`config.mk`:
```
export PLATFORM = sky130hd
export DESIGN_NAME = pwm_static_screen
export DESIGN_NICKNAME = d
export VERILOG_FILES = /design/src/rtl/pwm_screen_pkg.sv /design/src/rtl/pwm_delay_line.sv /design/src/rtl/pwm_screen_lane.sv /design/src/rtl/pwm_static_screen.sv
export SDC_FILE = /design/constraint.sdc
export NUM_CORES = 1
export LEC_CHECK = 0
export BUFFER_PORTS_ARGS = -buffer_cell sky130_fd_sc_hd__buf_4
export CAP_MARGIN = 5
export CORE_ASPECT_RATIO = 0.8
export CORE_MARGIN = 5
export CORE_UTILIZATION = 40
export CTS_CLUSTER_DIAMETER = 30
export CTS_CLUSTER_SIZE = 28
export DETAILED_ROUTE_END_ITERATION = 8
export GPL_TIMING_DRIVEN = 0
export PLACE_DENSITY = 0.58
export SLEW_MARGIN = 15
export SYNTH_ARGS = -nofsm -noshare
export SYNTH_HDL_FRONTEND = slang
export SYNTH_SLANG_ARGS = --single-unit
```
`constraint.sdc`:
```
create_clock -name clk -period 1.17 [get_ports clk]
set_clock_uncertainty 0.1 [all_clocks]
set_input_delay 0.117 -clock clk [delete_from_list [all_inputs] [get_ports clk]]
set_output_delay 0.117 -clock clk [all_outputs]
set_load 0.1 [all_outputs]
```
`src/rtl/pwm_screen_pkg.sv`:
```
package pwm_screen_pkg;

    // Per-lane registered state of the screening decision
    typedef struct packed {
        logic seen;     // a live-high/delayed-low clock seen in this period
        logic subst;    // this period is replaced by the minimal pulse
        logic dropped;  // an input bit was blocked by the delayed copy
        logic flag;     // report for the previous period
        logic out;      // conditioned PWM bit
    } lane_state_t;

    localparam lane_state_t LANE_RST = '{seen: 1'b1, subst: 1'b0, dropped: 1'b0,
                                         flag: 1'b0, out: 1'b0};

endpackage

```
`src/rtl/pwm_delay_line.sv`:
```
module pwm_delay_line #(
    parameter int DEPTH = 123
) (
    input  logic clk,
    input  logic rst_n,
    input  logic din,
    output logic dout
);
    logic [DEPTH-1:0] sh_d, sh_q;

    generate
        if (DEPTH == 1) begin : g_single
            always_comb sh_d = din;
        end else begin : g_chain
            always_comb sh_d = {sh_q[DEPTH-2:0], din};
        end
    endgenerate

    always_ff @(posedge clk or negedge rst_n) begin
        if (!rst_n) sh_q <= '0;
        else        sh_q <= sh_d;
    end

    assign dout = sh_q[DEPTH-1];
endmodule

```
`src/rtl/pwm_screen_lane.sv`:
```
module pwm_screen_lane
    import pwm_screen_pkg::*;
#(
    parameter int DUTY_MAX = 123
) (
    input  logic clk,
    input  logic rst_n,
    input  logic tick,
    input  logic raw,
    output logic clean,
    output logic fault
);
    logic        dly;
    logic        diff, overlap, subst_now;
    lane_state_t st_d, st_q;

    pwm_delay_line #(.DEPTH(DUTY_MAX)) u_dly (
        .clk  (clk),
        .rst_n(rst_n),
        .din  (raw),
        .dout (dly)
    );

    always_comb begin
        st_d      = st_q;
        diff      = raw & ~dly;
        overlap   = raw & dly;
        subst_now = tick ? ~st_q.seen : st_q.subst;
        if (tick) begin
            st_d.seen    = diff;
            st_d.flag    = st_q.subst | st_q.dropped;
            st_d.dropped = ~subst_now & overlap;
        end else begin
            st_d.seen    = st_q.seen | diff;
            st_d.dropped = st_q.dropped | (~subst_now & overlap);
        end
        st_d.subst = subst_now;
        st_d.out   = subst_now ? tick : diff;
    end

    always_ff @(posedge clk or negedge rst_n) begin
        if (!rst_n) st_q <= LANE_RST;
        else        st_q <= st_d;
    end

    assign clean = st_q.out;
    assign fault = st_q.flag;

    // every clean bit comes from a high input or from the strobe
    p_clean_source_r1: assert property (@(posedge clk) disable iff (!rst_n)
        st_q.out |-> ($past(raw) || $past(tick)));

    // outside the strobe clock, nothing passes while the delayed copy is high
    p_delay_blocks_r2: assert property (@(posedge clk) disable iff (!rst_n)
        (st_q.out && !$past(tick)) |-> !$past(dly));

    // a substituted period is silent apart from the strobe clock
    p_subst_quiet_r3: assert property (@(posedge clk) disable iff (!rst_n)
        (st_q.subst && !tick) |=> !st_q.out);

    // the flag changes only after a strobe
    p_flag_hold_r5: assert property (@(posedge clk) disable iff (!rst_n)
        !tick |=> $stable(st_q.flag));

    // a substituted period is always reported
    p_flag_after_subst_r5: assert property (@(posedge clk) disable iff (!rst_n)
        (tick && st_q.subst) |=> st_q.flag);
endmodule

```
`src/rtl/pwm_static_screen.sv`:
```
module pwm_static_screen #(
    parameter int PERIOD   = 256,
    parameter int DUTY_PCT = 48,
    parameter int LANES    = 2
) (
    input  logic             clk,
    input  logic             rst_n,
    input  logic             period_tick,
    input  logic [LANES-1:0] pwm_raw,
    output logic [LANES-1:0] pwm_clean,
    output logic [LANES-1:0] stage_fault
);
    // duty limit in counts, rounded to nearest
    localparam int DUTY_MAX = (PERIOD * DUTY_PCT + 50) / 100;

    generate
        for (genvar g = 0; g < LANES; g++) begin : g_lane
            pwm_screen_lane #(.DUTY_MAX(DUTY_MAX)) u_lane (
                .clk  (clk),
                .rst_n(rst_n),
                .tick (period_tick),
                .raw  (pwm_raw[g]),
                .clean(pwm_clean[g]),
                .fault(stage_fault[g])
            );
        end
    endgenerate
endmodule

```
Yosys cells after proc, flatten, opt, wreduce, memory -nomap -nowiden
Index checks and enable logic that the tools add are counted.
{"block": "totals", "ff_bits": 256, "latchBits": 0, "wordCells": 38, "romBits": 0, "out_inout_bits": 4, "memories": 0, "ramBits": 0}
{"block": "classes", "div_mod_pow": 0, "n_lt_le_gt_ge": 0, "multipliers": 0, "add_sub_neg": 0, "shift": 0, "n_mux": 8, "n_reduce_logical": 0, "eq_ne": 0, "bitwise": 18}
{"operator": "2-to-1 mux 1 bit", "count": 8}
{"operator": "bitwise AND 1 bit", "count": 6}
{"operator": "inverter 1 bit", "count": 6}
{"operator": "bitwise OR 1 bit", "count": 6}

Logic depth before layout (Yosys ltp)
{"block": "logic_depth", "depth_word": 6, "mapped_depth": 4, "ltp_nobuf": 3}

Modules after synthesis
From an unflattened synthesis, not the netlist that was laid out.
{"block": "unflattened", "cells_unflattened": 282, "hier_area_um2": 6548.8}
{"module": "pwm_delay_line", "n_inst": 2, "cells_per_inst": 123, "area_per_inst_um2": 3078.0}
{"module": "pwm_screen_lane", "n_inst": 2, "cells_per_inst": 18, "area_per_inst_um2": 196.4}

Least setup slack after synthesis
No wires, ideal clock.
{"block": "synth_path", "path_type": "register to register", "from": "reg g_lane[0].u_lane.st_q[4] (netlist name)", "to": "reg g_lane[0].u_lane.st_q, in the netlist g_lane[0].u_lane.clean", "required_time_ns": 0.949, "stages_incl_launch_ff": 3, "t_arrival_ns": 0.680, "synth_period_minus_slack_ns": 0.901, "path_slack_ns": 0.269, "cell_sequence": "dfstp_2 -> nand2_1 -> o2bb2ai_1"}
{"element": "from (decl)", "line": "pwm_screen_lane.sv:15", "text": "lane_state_t st_d, st_q;"}
{"element": "from (signal assigned)", "line": "pwm_screen_lane.sv:43", "text": "else st_q <= st_d;"}

Final worst setup path
{"block": "layout_path", "from": "reg g_lane[0].u_lane.st_q, in the netlist g_lane[0].u_lane.fault", "to": "out stage_fault[0]"}
{"element": "to (decl)", "line": "pwm_static_screen.sv:11", "text": "output logic [LANES-1:0] stage_fault"}
No word-level cell between the ends.

==> results.ini <==
[outcome]
run_status = finished, violations left
failing_checks = setup timing

[clocking]
clk_transition_reported_paths_ns = 0.06
number_of_buffers_created_by_cts = 29
htree_num_levels = 1
cts_buffer_depth = 3
tritoncts_clock_tree = yes
cts_root_buf = clkbuf_16
numClockSinks = 256
clock_insertion_delay_worst_skew_ns = 0.51

[floorplanning]
initial_core_util_pct = 40.5
floorplan.die.width_um = 154
core-area_mm2 = 0.0164
die-height_um = 125
dieArea_mm2 = 0.0193
num_io_pins = 9
core.rowCount = 42

[routing]
topRoutingLayerUsed = met4
drc = 0
met3_length_um = 413
route.layer.met1.wl_um = 4130
detail_route.first_pass.iterations = 2
route.met2.wl_um = 3120
postRouteAntennaNets = 0
detail_route.iter0.violations = 114
drt_wl_total_um = 7900
route.detailed.vias_per_inst = 4.06
wl_per_cell_um = 13.8
routed-via-count = 2324

[setup_path]
reg_to_reg_endpoint = g_lane[1].u_lane.clean
worstSetupEndpoint = stage_fault[0]
timing.critical_path.to_type = output pin
critical_path_peak_fanout = 2
path_class = reg -> out
crit_path_start = g_lane[0].u_lane.fault
r2r_cells = 2
worst_setup_path_start_kind = register
critical-path-top-delay-family = flip-flops
r2r_setup_slack_ns = 0.22
crit-reg2reg-launch = g_lane[1].u_lane.st_q[4]
worstPathCellList = buf_12
cp_slowest_stage_delay_ns = 0.41
worst_path_max_delay_cell = dfrtp_1
critPathRequiredTime_ns = 0.95
crit_cells = 1
arrival_ns = 1.10
worstPathBufferInverterCount = 1

[sta]
final_period_minus_worst_setup_slack_ns = 1.31
post-route-period-util_pct = 112
worst-slew-pin-transition_ns = 0.458
setup-violations-final = 4
grt_setup_unrepaired = true
slew_headroom_pct = 69.5
final.setup.worst_slack_ns = -0.144
fmaxAchievable_mhz = 761
final_report_max_slew_violation_count = 0
final-hold-violation-count = 0

[finish]
final_layout_size_suffix_gt1_share_pct = 21.8
mostFrequentLayoutCell = dfrtp_1
final_cell_count_no_fill = 573
area_growth_pct = 22.2
fin_util_pct = 49.4
fillCellCount = 1304
layout_common_cells = dfrtp_1, clkbuf_16, clkinv_4
num-nets-final = 336
antenna-diode-count = 0

[power]
power_leakage_nw = 4.02
design_power_total_w = 0.0185
worst_ir_drop_vdd_mv = 1.10
powerDensity_mw_per_mm2 = 2270

[place]
place.detailed.instances = 517
finalWeightedCongestion = 0.685
place.port_buffers = 7
pre_cts_slack_ns = 0.0855
detailed_place_hpwl_um = 3350

[min_path]
hold_class = in -> async

[global_route]
wire_length_of_the_first_global_routing_pass_um = 13800
first_global_vias = 2578
maximum_number_of_pins_on_one_net_before_global_route_repair = 121
globalRouteTotalUtil_pct = 8.80
gr-total-overflow = 0
antenna_found_initial = 0

[synthesis]
count_of_yosys_warnings_during_synthesis = 0
number_of_distinct_library_cells_after_synthesis = 15
post_synthesis_area_per_instance_um2 = 23.1
syn_nets = 293
syn_area_mm2 = 0.00666
postSynthCellCount = 288
yosys_register_bits = 256
yosysSeqAreaShare_pct = 96.3

[run]
drv_cap = 0

==> layer usage <==
metal	up-vias	GRT usage, %
met5	-	0
met4	0	3.12
met3	22	3.18
met2	39	10.4
met1	1272	14.6
li1	991	-
==> worst min path at each step <==
stage	endpoint	cells past startpoint
after global placement	g_lane[0].u_lane.u_dly.sh_q[0]	1
after floorplan	g_lane[0].u_lane.clean	0
after CTS	g_lane[1].u_lane.u_dly.sh_q[20]	2
after detailed placement	g_lane[1].u_lane.u_dly.sh_q[103]	1
final	g_lane[1].u_lane.u_dly.sh_q[20]	2
after global routing	g_lane[1].u_lane.u_dly.sh_q[20]	2
==> Yosys cell counts <==
cell type    n  share of area [%]
a21oi_1      2               0.15
a31oi_1      2               0.19
buf_12       1               0.30
buf_4        4               0.45
buf_6        1               0.17
dfrtp_1    254                 96
dfstp_2      2               0.79
inv_1        4               0.23
mux2i_1      2               0.30
nand2_1      2               0.11
nand2b_4     2               0.41
nand4_2      2               0.38
nor2_1       4               0.23
o21ai_2      4               0.53
o2bb2ai_1    2               0.26
==> layout make-up <==
type	count	area (µm²)	area share, %
plain buffers	2	31.3	0.385
clock buffers	29	726	8.92
clock inverters	24	260	3.20
inverters	4	15.0	0.185
multi-input cells	22	170	2.09
flip-flops and latches	256	6410	78.8
well taps	220	275	3.39
repair buffers	16	245	3.02
==> cells by family (layout without fill, tap and decap cells) <==
kind of cell | Yosys count | after routing | synth area share (%)
mux | 2 | 2 | 0.301
buf+inv | 10 | 75 | 1.15
flops | 256 | 256 | 96.3
compound gates | 10 | 10 | 1.13
simple gates | 10 | 10 | 1.13
==> metrics by stage <==
step / setup TNS (ns) / hold slack (ns) / instance area, µm²
2_1_floorplan: 0 / -0.279 / 6660
3_3_place_gp: -458.20 / 0.180 / 6980
3_5_place_dp: 0 / -0.0276 / 7050
4_1_cts: -0.631 / 0.0126 / 8100
5_1_grt: -0.663 / 0.0571 / 8130
6_report: -0.515 / 0.0182 / 8130
==> what timing repair did <==
action,4_1_cts,5_1_grt
setup buffers,1,1
cloned,0,1
endpoints found under the setup margin,4,124
hold buffers,4,0
endpoints found under the hold margin,268,0
gates resized for setup,12,0
==> power by group <==
group	switching, W	internal, W	total (W)
logic	0.000333	0.000148	0.000481
clock network	0.00355	0.00532	0.00887
registers	0.0000828	0.00906	0.00914
==> sequential cells by signal, indices dropped and copies added, names as in the netlist <==
register and flops:
g_lane.u_lane.st_q 6, g_lane.u_lane.clean 2, g_lane.u_lane.fault 2, g_lane.u_lane.u_dly.sh_q 246
Power figures use the tool's default switching activity.
